## config.mk

```make
export PLATFORM = sky130hd
export DESIGN_NAME = ovs_spi_slave
export DESIGN_NICKNAME = d
export VERILOG_FILES = /design/src/rtl/ovs_spi_pkg.sv /design/src/rtl/ovs_spi_sync.sv /design/src/rtl/ovs_spi_sampler.sv /design/src/rtl/ovs_spi_engine.sv /design/src/rtl/ovs_spi_slave.sv
export SDC_FILE = /design/constraint.sdc
export NUM_CORES = 1
export LEC_CHECK = 0
export ABC_AREA = 1
export BUFFER_PORTS_ARGS = -buffer_cell sky130_fd_sc_hd__buf_4
export CORE_MARGIN = 8
export CORE_UTILIZATION = 40
export CTS_BUF_LIST = sky130_fd_sc_hd__clkbuf_2 sky130_fd_sc_hd__clkbuf_4 sky130_fd_sc_hd__clkbuf_8
export CTS_CLUSTER_SIZE = 10
export DETAILED_ROUTE_END_ITERATION = 10
export GPL_TIMING_DRIVEN = 0
export HOLD_SLACK_MARGIN = 0.08
export PLACE_DENSITY_LB_ADDON = 0.05
export SETUP_SLACK_MARGIN = 0.4
export SYNTH_ARGS = -nofsm -noshare
export SYNTH_HDL_FRONTEND = slang
export SYNTH_SLANG_ARGS = --single-unit
export TNS_END_PERCENT = 10
```

## constraint.sdc

```tcl
create_clock -name clk -period 6.4 [get_ports clk]
set_input_delay 1.28 -clock clk [delete_from_list [all_inputs] [get_ports clk]]
set_output_delay 1.28 -clock clk [all_outputs]
set_load 0.01 [all_outputs]
```

## src/rtl/ovs_spi_pkg.sv

```systemverilog
package ovs_spi_pkg;
  typedef enum logic [1:0] {
    ST_IDLE  = 2'd0,
    ST_SHIFT = 2'd1,
    ST_HOLD  = 2'd2
  } xfer_state_e;
endpackage

```

## src/rtl/ovs_spi_sync.sv

```systemverilog
module ovs_spi_sync #(
  parameter int              W       = 3,
  parameter logic [W-1:0]    RST_VAL = '0
) (
  input  logic         clk,
  input  logic         rst_n,
  input  logic [W-1:0] d_async,
  output logic [W-1:0] q_sync
);
  for (genvar g = 0; g < W; g++) begin : g_bit
    logic meta_q, stab_q;
    always_ff @(posedge clk or negedge rst_n) begin
      if (!rst_n) begin
        meta_q <= RST_VAL[g];
        stab_q <= RST_VAL[g];
      end else begin
        meta_q <= d_async[g];
        stab_q <= meta_q;
      end
    end
    assign q_sync[g] = stab_q;
  end
endmodule

```

## src/rtl/ovs_spi_sampler.sv

```systemverilog
module ovs_spi_sampler (
  input  logic clk,
  input  logic rst_n,
  input  logic sclk_s,
  input  logic ssel_s,
  output logic sclk_rise,
  output logic sclk_fall,
  output logic ssel_fall,
  output logic ssel_rise
);
  logic tick_q, tick_d;
  logic sclk_p_q, sclk_p_d;
  logic ssel_p_q, ssel_p_d;

  always_comb begin
    tick_d   = ~tick_q;
    sclk_p_d = sclk_p_q;
    ssel_p_d = ssel_p_q;
    if (tick_q) begin
      sclk_p_d = sclk_s;
      ssel_p_d = ssel_s;
    end
  end

  always_ff @(posedge clk or negedge rst_n) begin
    if (!rst_n) begin
      tick_q   <= 1'b0;
      sclk_p_q <= 1'b0;
      ssel_p_q <= 1'b1;
    end else begin
      tick_q   <= tick_d;
      sclk_p_q <= sclk_p_d;
      ssel_p_q <= ssel_p_d;
    end
  end

  assign sclk_rise = tick_q &  sclk_s & ~sclk_p_q;
  assign sclk_fall = tick_q & ~sclk_s &  sclk_p_q;
  assign ssel_fall = tick_q & ~ssel_s &  ssel_p_q;
  assign ssel_rise = tick_q &  ssel_s & ~ssel_p_q;

  // the sample tick runs at half the system rate
  a_r1_tick_alternates: assert property (@(posedge clk) disable iff (!rst_n)
    tick_q |=> !tick_q);
  a_r1_tick_resumes: assert property (@(posedge clk) disable iff (!rst_n)
    !tick_q |=> tick_q);
endmodule

```

## src/rtl/ovs_spi_engine.sv

```systemverilog
module ovs_spi_engine
  import ovs_spi_pkg::*;
#(
  parameter int MAX_BITS = 32,
  parameter int LEN_W    = 6
) (
  input  logic                clk,
  input  logic                rst_n,
  input  logic [LEN_W-1:0]    eff_len,
  input  logic [MAX_BITS-1:0] tx_word,
  input  logic                tx_load,
  input  logic                mosi_s,
  input  logic                sclk_rise,
  input  logic                sclk_fall,
  input  logic                ssel_fall,
  input  logic                ssel_rise,
  output logic                miso,
  output logic                miso_oe,
  output logic [MAX_BITS-1:0] rx_word,
  output logic                rx_valid,
  output logic                rx_abort
);
  function automatic logic [MAX_BITS-1:0] left_align(input logic [MAX_BITS-1:0] v,
                                                     input logic [LEN_W-1:0] n);
    return v << (MAX_BITS - int'(n));
  endfunction

  function automatic logic [MAX_BITS-1:0] len_mask(input logic [LEN_W-1:0] n);
    logic [MAX_BITS-1:0] m;
    for (int i = 0; i < MAX_BITS; i++) m[i] = (i < int'(n));
    return m;
  endfunction

  xfer_state_e         state_q, state_d;
  logic [MAX_BITS-1:0] hold_q, hold_d;
  logic [MAX_BITS-1:0] txsh_q, txsh_d;
  logic [MAX_BITS-1:0] rxsh_q, rxsh_d;
  logic [LEN_W-1:0]    cnt_q, cnt_d;
  logic [MAX_BITS-1:0] rxw_q, rxw_d;
  logic                val_q, val_d;
  logic                abt_q, abt_d;
  logic [MAX_BITS-1:0] rx_shifted;
  logic [LEN_W-1:0]    cnt_inc;

  assign rx_shifted = {rxsh_q[MAX_BITS-2:0], mosi_s};
  assign cnt_inc    = cnt_q + 1'b1;

  always_comb begin
    state_d = state_q;
    hold_d  = hold_q;
    txsh_d  = txsh_q;
    rxsh_d  = rxsh_q;
    cnt_d   = cnt_q;
    rxw_d   = rxw_q;
    val_d   = 1'b0;
    abt_d   = 1'b0;
    if (tx_load) hold_d = tx_word;
    unique case (state_q)
      ST_IDLE: begin
        if (ssel_fall) begin
          state_d = ST_SHIFT;
          txsh_d  = left_align(hold_q, eff_len);
          rxsh_d  = '0;
          cnt_d   = '0;
        end
      end
      ST_SHIFT: begin
        if (ssel_rise) begin
          state_d = ST_IDLE;
          abt_d   = 1'b1;
        end else if (sclk_rise) begin
          rxsh_d = rx_shifted;
          cnt_d  = cnt_inc;
          if (cnt_inc == eff_len) begin
            rxw_d   = rx_shifted & len_mask(eff_len);
            val_d   = 1'b1;
            state_d = ST_HOLD;
          end
        end else if (sclk_fall) begin
          txsh_d = txsh_q << 1;
        end
      end
      ST_HOLD: begin
        if (ssel_rise) state_d = ST_IDLE;
      end
      default: state_d = ST_IDLE;
    endcase
  end

  always_ff @(posedge clk or negedge rst_n) begin
    if (!rst_n) begin
      state_q <= ST_IDLE;
      hold_q  <= '0;
      txsh_q  <= '0;
      rxsh_q  <= '0;
      cnt_q   <= '0;
      rxw_q   <= '0;
      val_q   <= 1'b0;
      abt_q   <= 1'b0;
    end else begin
      state_q <= state_d;
      hold_q  <= hold_d;
      txsh_q  <= txsh_d;
      rxsh_q  <= rxsh_d;
      cnt_q   <= cnt_d;
      rxw_q   <= rxw_d;
      val_q   <= val_d;
      abt_q   <= abt_d;
    end
  end

  logic [MAX_BITS-1:0] idle_aligned;
  assign idle_aligned = left_align(hold_q, eff_len);
  assign miso     = (state_q == ST_IDLE) ? idle_aligned[MAX_BITS-1] : txsh_q[MAX_BITS-1];
  assign miso_oe  = (state_q != ST_IDLE);
  assign rx_word  = rxw_q;
  assign rx_valid = val_q;
  assign rx_abort = abt_q;

  // one strobe per word
  a_r5_valid_single: assert property (@(posedge clk) disable iff (!rst_n)
    val_q |=> !val_q);
  // a dropped word never also reports valid
  a_r8_abort_excl: assert property (@(posedge clk) disable iff (!rst_n)
    !(val_q && abt_q));
  a_r8_abort_on_early_rise: assert property (@(posedge clk) disable iff (!rst_n)
    (state_q == ST_SHIFT && ssel_rise) |=> abt_q);
  // leaving idle needs a select falling edge
  a_r2_start_needs_fall: assert property (@(posedge clk) disable iff (!rst_n)
    (state_q == ST_IDLE && !ssel_fall) |=> state_q == ST_IDLE);
  // a held word ignores serial clocks
  a_r2_hold_no_strobe: assert property (@(posedge clk) disable iff (!rst_n)
    (state_q == ST_HOLD) |=> !val_q && !abt_q);
  // bits above the length read zero
  a_r4_upper_zero: assert property (@(posedge clk) disable iff (!rst_n)
    val_q |-> ((rxw_q & ~len_mask(eff_len)) == '0));
endmodule

```

## src/rtl/ovs_spi_slave.sv

```systemverilog
module ovs_spi_slave #(
  parameter int MAX_BITS = 32,
  parameter int MIN_BITS = 8,
  localparam int LEN_W   = $clog2(MAX_BITS + 1)
) (
  input  logic                clk,
  input  logic                rst_n,
  input  logic                sclk,
  input  logic                ssel_n,
  input  logic                mosi,
  output logic                miso,
  output logic                miso_oe,
  input  logic [LEN_W-1:0]    word_len,
  input  logic [MAX_BITS-1:0] tx_word,
  input  logic                tx_load,
  output logic [MAX_BITS-1:0] rx_word,
  output logic                rx_valid,
  output logic                rx_abort
);
  logic rst_a_q, rst_b_q;
  always_ff @(posedge clk or negedge rst_n) begin
    if (!rst_n) begin
      rst_a_q <= 1'b0;
      rst_b_q <= 1'b0;
    end else begin
      rst_a_q <= 1'b1;
      rst_b_q <= rst_a_q;
    end
  end

  logic [2:0] pins_s;
  ovs_spi_sync #(.W(3), .RST_VAL(3'b010)) u_sync (
    .clk     (clk),
    .rst_n   (rst_b_q),
    .d_async ({mosi, ssel_n, sclk}),
    .q_sync  (pins_s)
  );

  logic sclk_rise, sclk_fall, ssel_fall, ssel_rise;
  ovs_spi_sampler u_samp (
    .clk       (clk),
    .rst_n     (rst_b_q),
    .sclk_s    (pins_s[0]),
    .ssel_s    (pins_s[1]),
    .sclk_rise (sclk_rise),
    .sclk_fall (sclk_fall),
    .ssel_fall (ssel_fall),
    .ssel_rise (ssel_rise)
  );

  logic [LEN_W-1:0] eff_len;
  always_comb begin
    if (word_len < LEN_W'(MIN_BITS))      eff_len = LEN_W'(MIN_BITS);
    else if (word_len > LEN_W'(MAX_BITS)) eff_len = LEN_W'(MAX_BITS);
    else                                  eff_len = word_len;
  end

  ovs_spi_engine #(.MAX_BITS(MAX_BITS), .LEN_W(LEN_W)) u_eng (
    .clk       (clk),
    .rst_n     (rst_b_q),
    .eff_len   (eff_len),
    .tx_word   (tx_word),
    .tx_load   (tx_load),
    .mosi_s    (pins_s[2]),
    .sclk_rise (sclk_rise),
    .sclk_fall (sclk_fall),
    .ssel_fall (ssel_fall),
    .ssel_rise (ssel_rise),
    .miso      (miso),
    .miso_oe   (miso_oe),
    .rx_word   (rx_word),
    .rx_valid  (rx_valid),
    .rx_abort  (rx_abort)
  );

  // output enable never rises while the select is inactive in sync
  a_r9_oe_needs_select: assert property (@(posedge clk) disable iff (!rst_b_q)
    $rose(miso_oe) |-> !pins_s[1]);
endmodule

```

# --- Word-level counts from Yosys, hierarchy flattened ---
# Cells that the tools add are included.
word_totals:
  output_inout_bits: 36
  in_bits: 44
  latch_bits: 0
  mem_bits_rw: 0
  memories: 0
  elab_cells: 117
  ff_bits: 148
  romBits: 0
op_classes:
  n_shift: 1
  div: 0
  n_eq_ne: 11
  bitwise: 15
  reduce_logical: 7
  magnitude_cmp: 34
  mul: 0
  n_mux: 28
  n_addsub: 2
ops:
  columns: ["operator", "n"]
  rows:
  - ["$mux 32", 4]
  - ["$lt 5x6->1 const A", 16]
  - ["$mux 31", 3]
  - ["$pmux 32 s2", 1]
  - ["$pmux 31 s2", 1]
  - ["$lt 4x6->1 const A", 8]
  - ["$and 32x32->32", 1]
  - ["$shl 32x32->32", 1]
  - ["$mux 6", 5]
  - ["$lt 3x6->1 const A", 4]
  - ["$lt 1x6->1 const A", 2]
  - ["$lt 2x6->1 const A", 2]
  - ["$ne 2x2->1 const B", 6]
  - ["$pmux 6 s2", 1]
  - ["$reduce_and 4->1", 3]
  - ["$mux 2", 5]
  - ["$and 1x1->1", 8]
  - ["$mux 1", 7]
  - ["$sub 6x6->7 const A", 1]
  - ["$add 6x1->6 const B", 1]
  - ["$eq 6x6->1", 1]
  - ["$gt 6x6->1 const B", 1]
  - ["$lt 6x4->1 const B", 1]
  - ["$not 1->1", 6]
  - ["8 further kinds", 9]

# --- Logic depth before layout (Yosys ltp) ---
# Gate-level depths: netlist of run 1.
logic_depth:
  ltp_word: 8
  ltp_mapped: 21

# --- Modules after synthesis ---
# A second synthesis of run 1 with hierarchy kept.
unflattened:
  hier_cells: 996
  hier_area_um2: 8156.6
by_module_without_submodules:
  columns: ["mod", "seq_area_each_um2", "area_per_inst_um2", "n_inst", "cells_per_inst"]
  rows:
  - ["ovs_spi_engine", 3428.3, 7746.2, 1, 956]
  - ["ovs_spi_sync", 152.6, 175.2, 1, 9]
  - ["ovs_spi_sampler", 76.3, 125.1, 1, 16]
  - ["ovs_spi_slave", 50.0, 110.1, 1, 15]

# --- Least setup slack after synthesis of run 1 ---
# Ideal clock, no wire load.
synth_path:
  path_kind: "input to output"
  from: "input port word_len[5]"
  to: "output port miso"
  setup_slack_ns: 1.726
  path_buffers: 5
  stages: 16
  t_arrival_ns: 3.394
  required_time_ns: 5.120
  path_cell_list: "buf_4 > nor2_2 > nand2_2 > buf_2 > buf_2 > ha_1 > buf_2 > inv_1 > nand4_1 > nand2_2 > buf_4 > nand3_1 > o211ai_1 > nand3_1 > nand3_1 > nand2_1"
synth_between:
  elab_chain_len: 6
  word_cells_on_any_way: 7
  classes_between: "add/sub: 1; order compare: 2; shift: 1; mux: 3"
synth_lines:
  columns: ["item", "line", "source"]
  rows:
  - ["start, declared", "ovs_spi_slave.sv:13", "input logic [LEN_W-1:0] word_len,"]
  - ["$gt 6x6->1", "ovs_spi_slave.sv:54", "else if (word_len > LEN_W'(MAX_BITS)) eff_len = LEN_W'(MAX_BITS);"]
  - ["$mux 6", "ovs_spi_slave.sv:54", null]
  - ["$mux 6 *", "ovs_spi_slave.sv:53", "if (word_len < LEN_W'(MIN_BITS)) eff_len = LEN_W'(MIN_BITS);"]
  - ["$sub 6x6->7 *", "ovs_spi_engine.sv:25", "return v << (MAX_BITS - int'(n));"]
  - ["$shl 32x32->32 *", "ovs_spi_engine.sv:25", null]
  - ["$mux 1 *", "ovs_spi_engine.sv:114", "assign miso = (state_q == ST_IDLE) ? idle_aligned[MAX_BITS-1] : txsh_q[MAX_BITS-1];"]
  - ["end, declared", "ovs_spi_slave.sv:11", "output logic miso,"]
# Every way passes the cells marked *; elsewhere a longest branch is shown, timed or not.

# --- Worst setup path after layout of run 1 ---
# Ends and elaborated chain as after synthesis.

==> results.md, run 1 <==
| Parameter | This run | Unit |
|:---|:---|:---|
| Worst min-delay path category | reg -> reg | - |
| Family with the most delay on the worst path | buffers and inverters | - |
| RSZ-0062 raised after global routing | false | - |
| Starting Density | 0.4043 | - |
| GPL Wtd Cong | 0.9077 | - |
| Worst Hold End | rst_b_q$_DFF_PN0_ | - |
| Startpoint of the tightest hold check path | rst_a_q$_DFF_PN0_ | - |
| Setup-failing EPs final | 0 | - |
| Clock latency reported for the late side of the worst-skew pair | 0.46 | ns |
| Lkg Pwr | 4.601 | nW |
| Via count | 7499 | - |
| Number of inserted filler cells in the final layout | 2176 | - |
| Top cell by count, worst path | nand2_1 | - |
| # port buffers | 77 | - |
| Overall Power | 2.842 | mW |
| Startpoint of the worst register-to-register path | u_eng.state_q[1]$_DFFE_PN0P_ | - |
| Horizontal extent of the die | 158.3 | um |
| Share of async-settable or async-resettable flops after synthesis | 1.000 | - |
| Cell at the slowest stage of the critical path | nand2_1 | - |
| Hold Path Stages | 0 | - |
| Leading area contributor after synthesis | dfrtp_1 | - |
| Largest fanout of any net on the critical path | 10 | - |
| Number of setup buffers added after CTS | 0 | - |
| Clock buffer depth | 2 | - |
| Number of global-route vias before repair | 7193 | - |
| Post-synth design cell area | 0.008102 | sq mm |
| Die area | 0.02506 | sq mm |
| WHS | 0.3572 | ns |
| DR iter-0 viols | 521 | - |
| Max cap viols | 0 | - |
| Number of max-slew violations in the final report | 0 | - |
| Part of the power in the clock network | 0.261 | - |
| Count of unique library cells instantiated by Yosys | 36 | - |
| Hold Fails Final Rpt | 0 | - |
| Worst path cell trace | buf_4 -> buf_4 -> nor2_2 -> nand2_2 -> buf_2 -> buf_2 -> ha_1 -> buf_2 -> inv_1 -> nand2_1 -> nand3_1 -> nand2_1 -> o21ai_0 -> o21ai_1 -> nand2_1 -> nand3_1 -> nand3_1 -> nand2_1 -> buf_4 | - |
| Clock Skew | 0.01437 | ns |
| Via-per-instance ratio | 5.122 | - |
| Proportion of synthesized chip area in sequential cells | 0.4576 | - |
| Category of the worst setup path launch point | input port | - |
| Cts-stage hold buffer count | 0 | - |
| Number of antenna violations at the first check in global routing | 1 | - |
| Flop-to-flop setup slack | 4.13 | ns |
| Ant. Diodes | 0 | - |
| Worst Tran Pin Value | 0.6625 | ns |
| Type of the worst setup path | in -> out | - |
| Time the final worst path needs with I/O delays and setup | 5.741 | ns |
| Sum of negative setup slack | 0 | ns |
| I/O pin total | 80 | - |
| Gates resized, CTS repair | 0 | - |
| Switching power | 1.108 | mW |
| Depth of the worst register-to-register path | 10 | - |
| Worst slack at placement | 0.6433 | ns |
| #FFs+latches synth | 148 | - |
| Number of clock buffers inserted by TritonCTS | 17 | - |
| Warnings, synthesis | 0 | - |
| F_max | 0.1742 | GHz |
| Sink Count | 148 | - |
| Final WS setup | 0.6593 | ns |
| Number of iterations in the first detailed-routing pass | 8 | - |
| Number of cells produced by synthesis | 1083 | - |
| Wire length per cell after detailed routing | 16.03 | um |
| PwrDens | 300.1 | mW/mm^2 |
| Nets@finish | 1228 | - |
| DR DRC count | 0 | - |
| Wire length reported by the detailed router | 23.47 | mm |
| Post-route core utilization | 0.4725 | - |
| VDD IR-drop max | 120.6 | uV |
| Pin count of the biggest net entering global routing | 62 | - |
| Antenna Violating Nets Remaining | 0 | - |
| Seq. cell area | 0.003711 | sq mm |
| Share of the synthesized area in the top cell type | 0.4479 | - |
| P_int | 1.733 | mW |
| DPL Wire Length | 17.94 | mm |
| Area growth from synthesis to layout | 16.88 | % |
| Gr usage total | 0.1970 | - |
| Max transition margin | 0.5583 | - |
| R2r endpoint | u_eng.txsh_q[28]$_DFFE_PN0P_ | - |
| Floorplan row count | 52 | - |
| Data required time of the worst path | 5.12 | ns |
| Share of final-layout standard cells stronger than drive strength 1 | 0.1700 | - |
| Most area-consuming cells after synthesis | dfrtp_1 (45%), nand2_1 (16%), nand3_1 (8.2%), o21ai_0 (4.5%), inv_1 (4.5%) | - |
| Area of the placeable core | 0.02004 | sq mm |
| Total gr overflow | 0 | - |
| Post-synthesis area per instance | 7.481 | sq um |
| Mapped Nets | 1130 | - |
| Portion of total power attributed to combinational logic | 0.335 | - |
| Slowest Stage Delay on Critical Path | 0.31 | ns |
| CP endpoint kind | primary output | - |
| Multi-input gate area in the final layout | 0.003662 | sq mm |
| Switching power share of the total | 0.3900 | - |
| CTS H-Tree Depth | 4 | - |
| Buf+Inv Stages, Crit Path | 7 | - |
| Sequential share of power | 0.403 | - |
| Worst-path clk slew | 0.09 | ns |
| EDFF count, synth | 0 | - |
| Top_reg_cell synth | dfrtp_1 | - |
| Wire length of the first global-routing pass | 38.68 | mm |
| Clock tree from TritonCTS | done | - |
| Period utilisation layout | 0.8970 | - |
| CTS Root Cell | clkbuf_8 | - |
| Data arrival at the endpoint of the critical path | 4.46 | ns |
| Die Ht | 158.3 | um |
| Run status | finished clean | - |
cell families after synthesis:
| kind of cell | synth area share |
|---|---|
| AO/OA/AOI/OAI | 0.1527 |
| XOR/XNOR | 0.007568 |
| adder cells (fa/ha/maj) | 0.004634 |
| buffers and inverters | 0.09035 |
| flip-flops | 0.4576 |
| multiplexers | 0.004170 |
| other | 0.0004629 |
| AND/OR/NAND/NOR | 0.2825 |
cell type report:
cell class,instances,share of cell area
buffer,63,0.03687
clock buffer,19,0.02762
clock inverter,13,0.01467
inverter,102,0.04043
multi-input combinational,770,0.3868
sequential,148,0.3919
tap,270,0.03568
timing repair buffer,79,0.06607
flip-flops by register name, indices dropped and copies added, names as in the netlist, 2 cells and up:
register and count:
u_eng.hold_q 32, u_eng.cnt_q 6, u_eng.txsh_q 32, u_sync.g_bit.meta_q 3
u_eng.state_q 2, u_sync.g_bit.stab_q 3, u_eng.rxsh_q 31, u_eng.rx_word 32
power by group through the flow:
stage	clock network, mW	logic (mW)	registers [mW]
after floorplan	0	0.669	1.15
after global placement	0	0.930	1.17
after detailed placement	0	0.952	1.16
after CTS	0.767	0.954	1.15
after global routing	0.809	1.08	1.16
final	0.743	0.953	1.15
per-stage QoR:
| step | cells | instance area (sq um) |
|---|---|---|
| after detailed placement | 1432 | 9069 |
| after global placement | 1430 | 9017 |
| after floorplan | 1083 | 8102 |
| final | 1464 | 9469 |
| after global routing | 1464 | 9469 |
| after CTS | 1464 | 9469 |
cells in the final DEF (no fill, tap or decap), drive strengths merged, types with 5 or more instances in the layout:
cell type  netlist  final
a21oi           50     50
clkbuf          26     45
nand4            5      5
o21ai          116    116
dfrtp          145    145
nand3          136    136
nor2            51     51
o22ai           32     32
o211ai          10     10
or2              7      7
xor2             6      6
buf             37    116
clkinv           0      6
nand2          339    339
inv            102    108
per-layer routing:
layer / global-route usage / share of wire
met5: 0 / 0.00055
met4: 0.05478 / 0.015
met3: 0.03936 / 0.051
met2: 0.2815 / 0.43
met1: 0.2943 / 0.51
cell usage after synthesis, types with 2 or more instances:
cell / instances
mux2_2: 3
o21ai_0: 73
nor3_1: 2
a22oi_1: 3
o31ai_1: 2
nand3_2: 3
inv_2: 5
nand4_1: 5
dfstp_2: 3
buf_2: 20
nor2_1: 46
dfrtp_1: 145
nand2_1: 336
inv_1: 97
buf_1: 2
a21oi_1: 49
o211ai_1: 10
ha_1: 3
buf_4: 7
clkbuf_1: 25
buf_6: 8
or2_2: 7
o21ai_1: 19
xor2_1: 6
o22ai_1: 32
nor2_2: 5
nand3_1: 133
o21ai_2: 24
nand2_2: 3
worst max path at each step:
| stage | start | end | slack (ns) | cells past startpoint |
|---|---|---|---|---|
| after floorplan | word_len[5] | miso | 1.73 | 16 |
| after global placement | rst_b_q$_DFF_PN0_ | u_eng.txsh_q[9]$_DFFE_PN0P_ | 0.05 | 0 |
| after detailed placement | word_len[5] | miso | 0.64 | 19 |
| after CTS | word_len[5] | miso | 0.64 | 19 |
| after global routing | word_len[5] | miso | 0.40 | 19 |
| final | word_len[5] | miso | 0.66 | 19 |
(Power assumes the default switching activity.)
==> inputs of run 2 (changes only) <==
--- a/config.mk
+++ b/config.mk
@@ -7,8 +7,8 @@
 export LEC_CHECK = 0
 export ABC_AREA = 1
 export BUFFER_PORTS_ARGS = -buffer_cell sky130_fd_sc_hd__buf_4
-export CORE_MARGIN = 8
-export CORE_UTILIZATION = 40
+export CORE_MARGIN = 5
+export CORE_UTILIZATION = 60
 export CTS_BUF_LIST = sky130_fd_sc_hd__clkbuf_2 sky130_fd_sc_hd__clkbuf_4 sky130_fd_sc_hd__clkbuf_8
 export CTS_CLUSTER_SIZE = 10
 export DETAILED_ROUTE_END_ITERATION = 10
==> results.md, run 2 (synthesis results as in run 1) <==
| Parameter | This run | Unit |
|:---|:---|:---|
| F_max | 0.1765 | GHz |
| Starting Density | 0.6118 | - |
| Top cell by count, worst path | nand2_1 | - |
| Wire length reported by the detailed router | 21.17 | mm |
| Horizontal extent of the die | 126.2 | um |
| Number of clock buffers inserted by TritonCTS | 17 | - |
| Family with the most delay on the worst path | simple AND/OR/NAND/NOR gates | - |
| Largest fanout of any net on the critical path | 10 | - |
| Cts-stage hold buffer count | 0 | - |
| Via-per-instance ratio | 5.658 | - |
| Worst path cell trace | buf_4 -> buf_4 -> nor2_2 -> nand2_2 -> buf_2 -> buf_2 -> ha_1 -> buf_2 -> inv_1 -> nand2_1 -> nand3_1 -> nand2_1 -> o21ai_0 -> o21ai_1 -> nand2_1 -> nand3_1 -> nand3_1 -> nand2_1 -> buf_4 | - |
| CP endpoint kind | primary output | - |
| Total gr overflow | 0 | - |
| Clock latency reported for the late side of the worst-skew pair | 0.45 | ns |
| Wire length per cell after detailed routing | 15.46 | um |
| Data required time of the worst path | 5.12 | ns |
| Number of global-route vias before repair | 7212 | - |
| CTS Root Cell | clkbuf_8 | - |
| Worst Tran Pin Value | 0.5872 | ns |
| DR DRC count | 0 | - |
| Nets@finish | 1228 | - |
| Buf+Inv Stages, Crit Path | 7 | - |
| Sum of negative setup slack | 0 | ns |
| Type of the worst setup path | in -> out | - |
| Pin count of the biggest net entering global routing | 66 | - |
| Number of inserted filler cells in the final layout | 1178 | - |
| Area of the placeable core | 0.01324 | sq mm |
| Max transition margin | 0.6044 | - |
| Hold Fails Final Rpt | 0 | - |
| Die Ht | 126.2 | um |
| Share of final-layout standard cells stronger than drive strength 1 | 0.1700 | - |
| Sink Count | 148 | - |
| Category of the worst setup path launch point | input port | - |
| Gates resized, CTS repair | 0 | - |
| Post-route cell area | 0.009310 | sq mm |
| Worst-path clk slew | 0.09 | ns |
| Ant. Diodes | 0 | - |
| Die area | 0.01593 | sq mm |
| I/O pin total | 80 | - |
| CTS H-Tree Depth | 4 | - |
| PwrDens | 295.3 | mW/mm^2 |
| Period utilisation layout | 0.8851 | - |
| Setup-failing EPs final | 0 | - |
| Most frequent standard cell in the layout excluding fill and tap cells | nand2_1 | - |
| Clock Skew | 0.01212 | ns |
| Run status | finished clean | - |
| Via count | 7751 | - |
| VDD IR-drop max | 170.8 | uV |
| Max cap viols | 0 | - |
| Slowest Stage Delay on Critical Path | 0.32 | ns |
| Clock tree from TritonCTS | done | - |
| Cell at the slowest stage of the critical path | nand2_1 | - |
| Area growth from synthesis to layout | 14.92 | % |
| # port buffers | 77 | - |
| Data arrival at the endpoint of the critical path | 4.38 | ns |
| Number of iterations in the first detailed-routing pass | 5 | - |
| Antenna Violating Nets Remaining | 0 | - |
| GPL Wtd Cong | 0.9482 | - |
| Highest-count cells in the layout ignoring fill and taps | nand2_1 (336), dfrtp_1 (144), nand3_1 (133) | - |
| Gr usage total | 0.2733 | - |
| Clock buffer depth | 2 | - |
| DPL Wire Length | 15.95 | mm |
| Number of max-slew violations in the final report | 0 | - |
| Worst min-delay path category | reg -> async | - |
| RSZ-0062 raised after global routing | false | - |
| Number of antenna violations at the first check in global routing | 0 | - |
| DR iter-0 viols | 774 | - |
| Wire length of the first global-routing pass | 35.59 | mm |
| DP Area | 0.008959 | sq mm |
| Time the final worst path needs with I/O delays and setup | 5.665 | ns |
| Lkg Pwr | 4.577 | nW |
| Floorplan row count | 42 | - |
| Number of setup buffers added after CTS | 0 | - |
run 2: changes by cell type in the layout (fill, tap and decap cells not counted), sizes merged:
cell | before | now
bufinv | 1 | 0
clkinvlp | 0 | 2
inv | 108 | 107
run 2: layout make-up:
cell class | count | area, sq um | area share
Clock buffer | 19 | 249.0 | 0.02674
Sequential cell | 148 | 3711 | 0.3986
Buffer | 63 | 349.1 | 0.03749
Multi-Input combinational cell | 770 | 3662 | 0.3934
Tap cell | 176 | 220.2 | 0.02365
Timing Repair Buffer | 79 | 633.1 | 0.06800
Inverter | 102 | 382.9 | 0.04112
Clock inverter | 13 | 102.6 | 0.01102
run 2: metrics by stage:
stage / instances / setup slack, ns / utilization / hold slack (ns) / power (mW)
5_1_grt: 1370 / 0.5115 / 0.7030 / 0.2534 / 2.932
2_1_floorplan: 1083 / 1.726 / - / 0.3312 / 1.822
6_report: 1370 / 0.7355 / 0.7030 / 0.2208 / 2.750
3_3_place_gp: 1336 / 0.3921 / 0.6721 / 0.3339 / 2.061
3_5_place_dp: 1338 / 0.7644 / 0.6765 / 0.2218 / 2.090
4_1_cts: 1370 / 0.7596 / 0.7030 / 0.2303 / 2.745
run 2: report_power, final:
part	leakage [nW]	internal [mW]	switching, mW
sequential	1.90	1.07	0.0747
combinational	2.50	0.322	0.622
clock	0.180	0.283	0.378
run 2: worst register-to-register path, delay by kind of cell, from the launching register on:
family | cells | cell delay, ns
AO/OA/AOI/OAI | 1 | 0.06
flip-flops | 1 | 0.45
AND/OR/NAND/NOR | 5 | 0.65
adder cells (fa/ha/maj) | 1 | 0.25
XOR/XNOR | 2 | 0.36
buffers and inverters | 3 | 0.40
run 2: routing by layer:
metal	vias up	global-route usage	wire (um)
met5	-	0	0
met2	341	0.4150	9531
met4	0	0.07445	314
met1	3647	0.4056	9721
li1	3732	-	-
met3	31	0.05080	1607
run 2: path summary, 6_finish.rpt:
| kind | from | to | slack, ns | cells past startpoint |
|---|---|---|---|---|
| worst max register to register | u_eng.cnt_q[0]$_DFFE_PN0P_ | u_eng.rx_word[21]$_DFFE_PN0P_ | 4.12 | 12 |
| min in group clk | u_sync.g_bit[1].meta_q$_DFF_PN1_ | u_sync.g_bit[1].stab_q$_DFF_PN1_ | 0.36 | 0 |
| worst min register to register | rst_b_q$_DFF_PN0_ | u_eng.rxsh_q[14]$_DFFE_PN0P_ | 0.22 | 0 |
| worst min-delay path | rst_b_q$_DFF_PN0_ | u_eng.rxsh_q[14]$_DFFE_PN0P_ | 0.22 | 0 |
| max in group asynchronous | rst_b_q$_DFF_PN0_ | u_samp.ssel_p_q$_DFFE_PN1P_ | 5.18 | 2 |
| worst max-delay path | word_len[5] | miso | 0.74 | 19 |
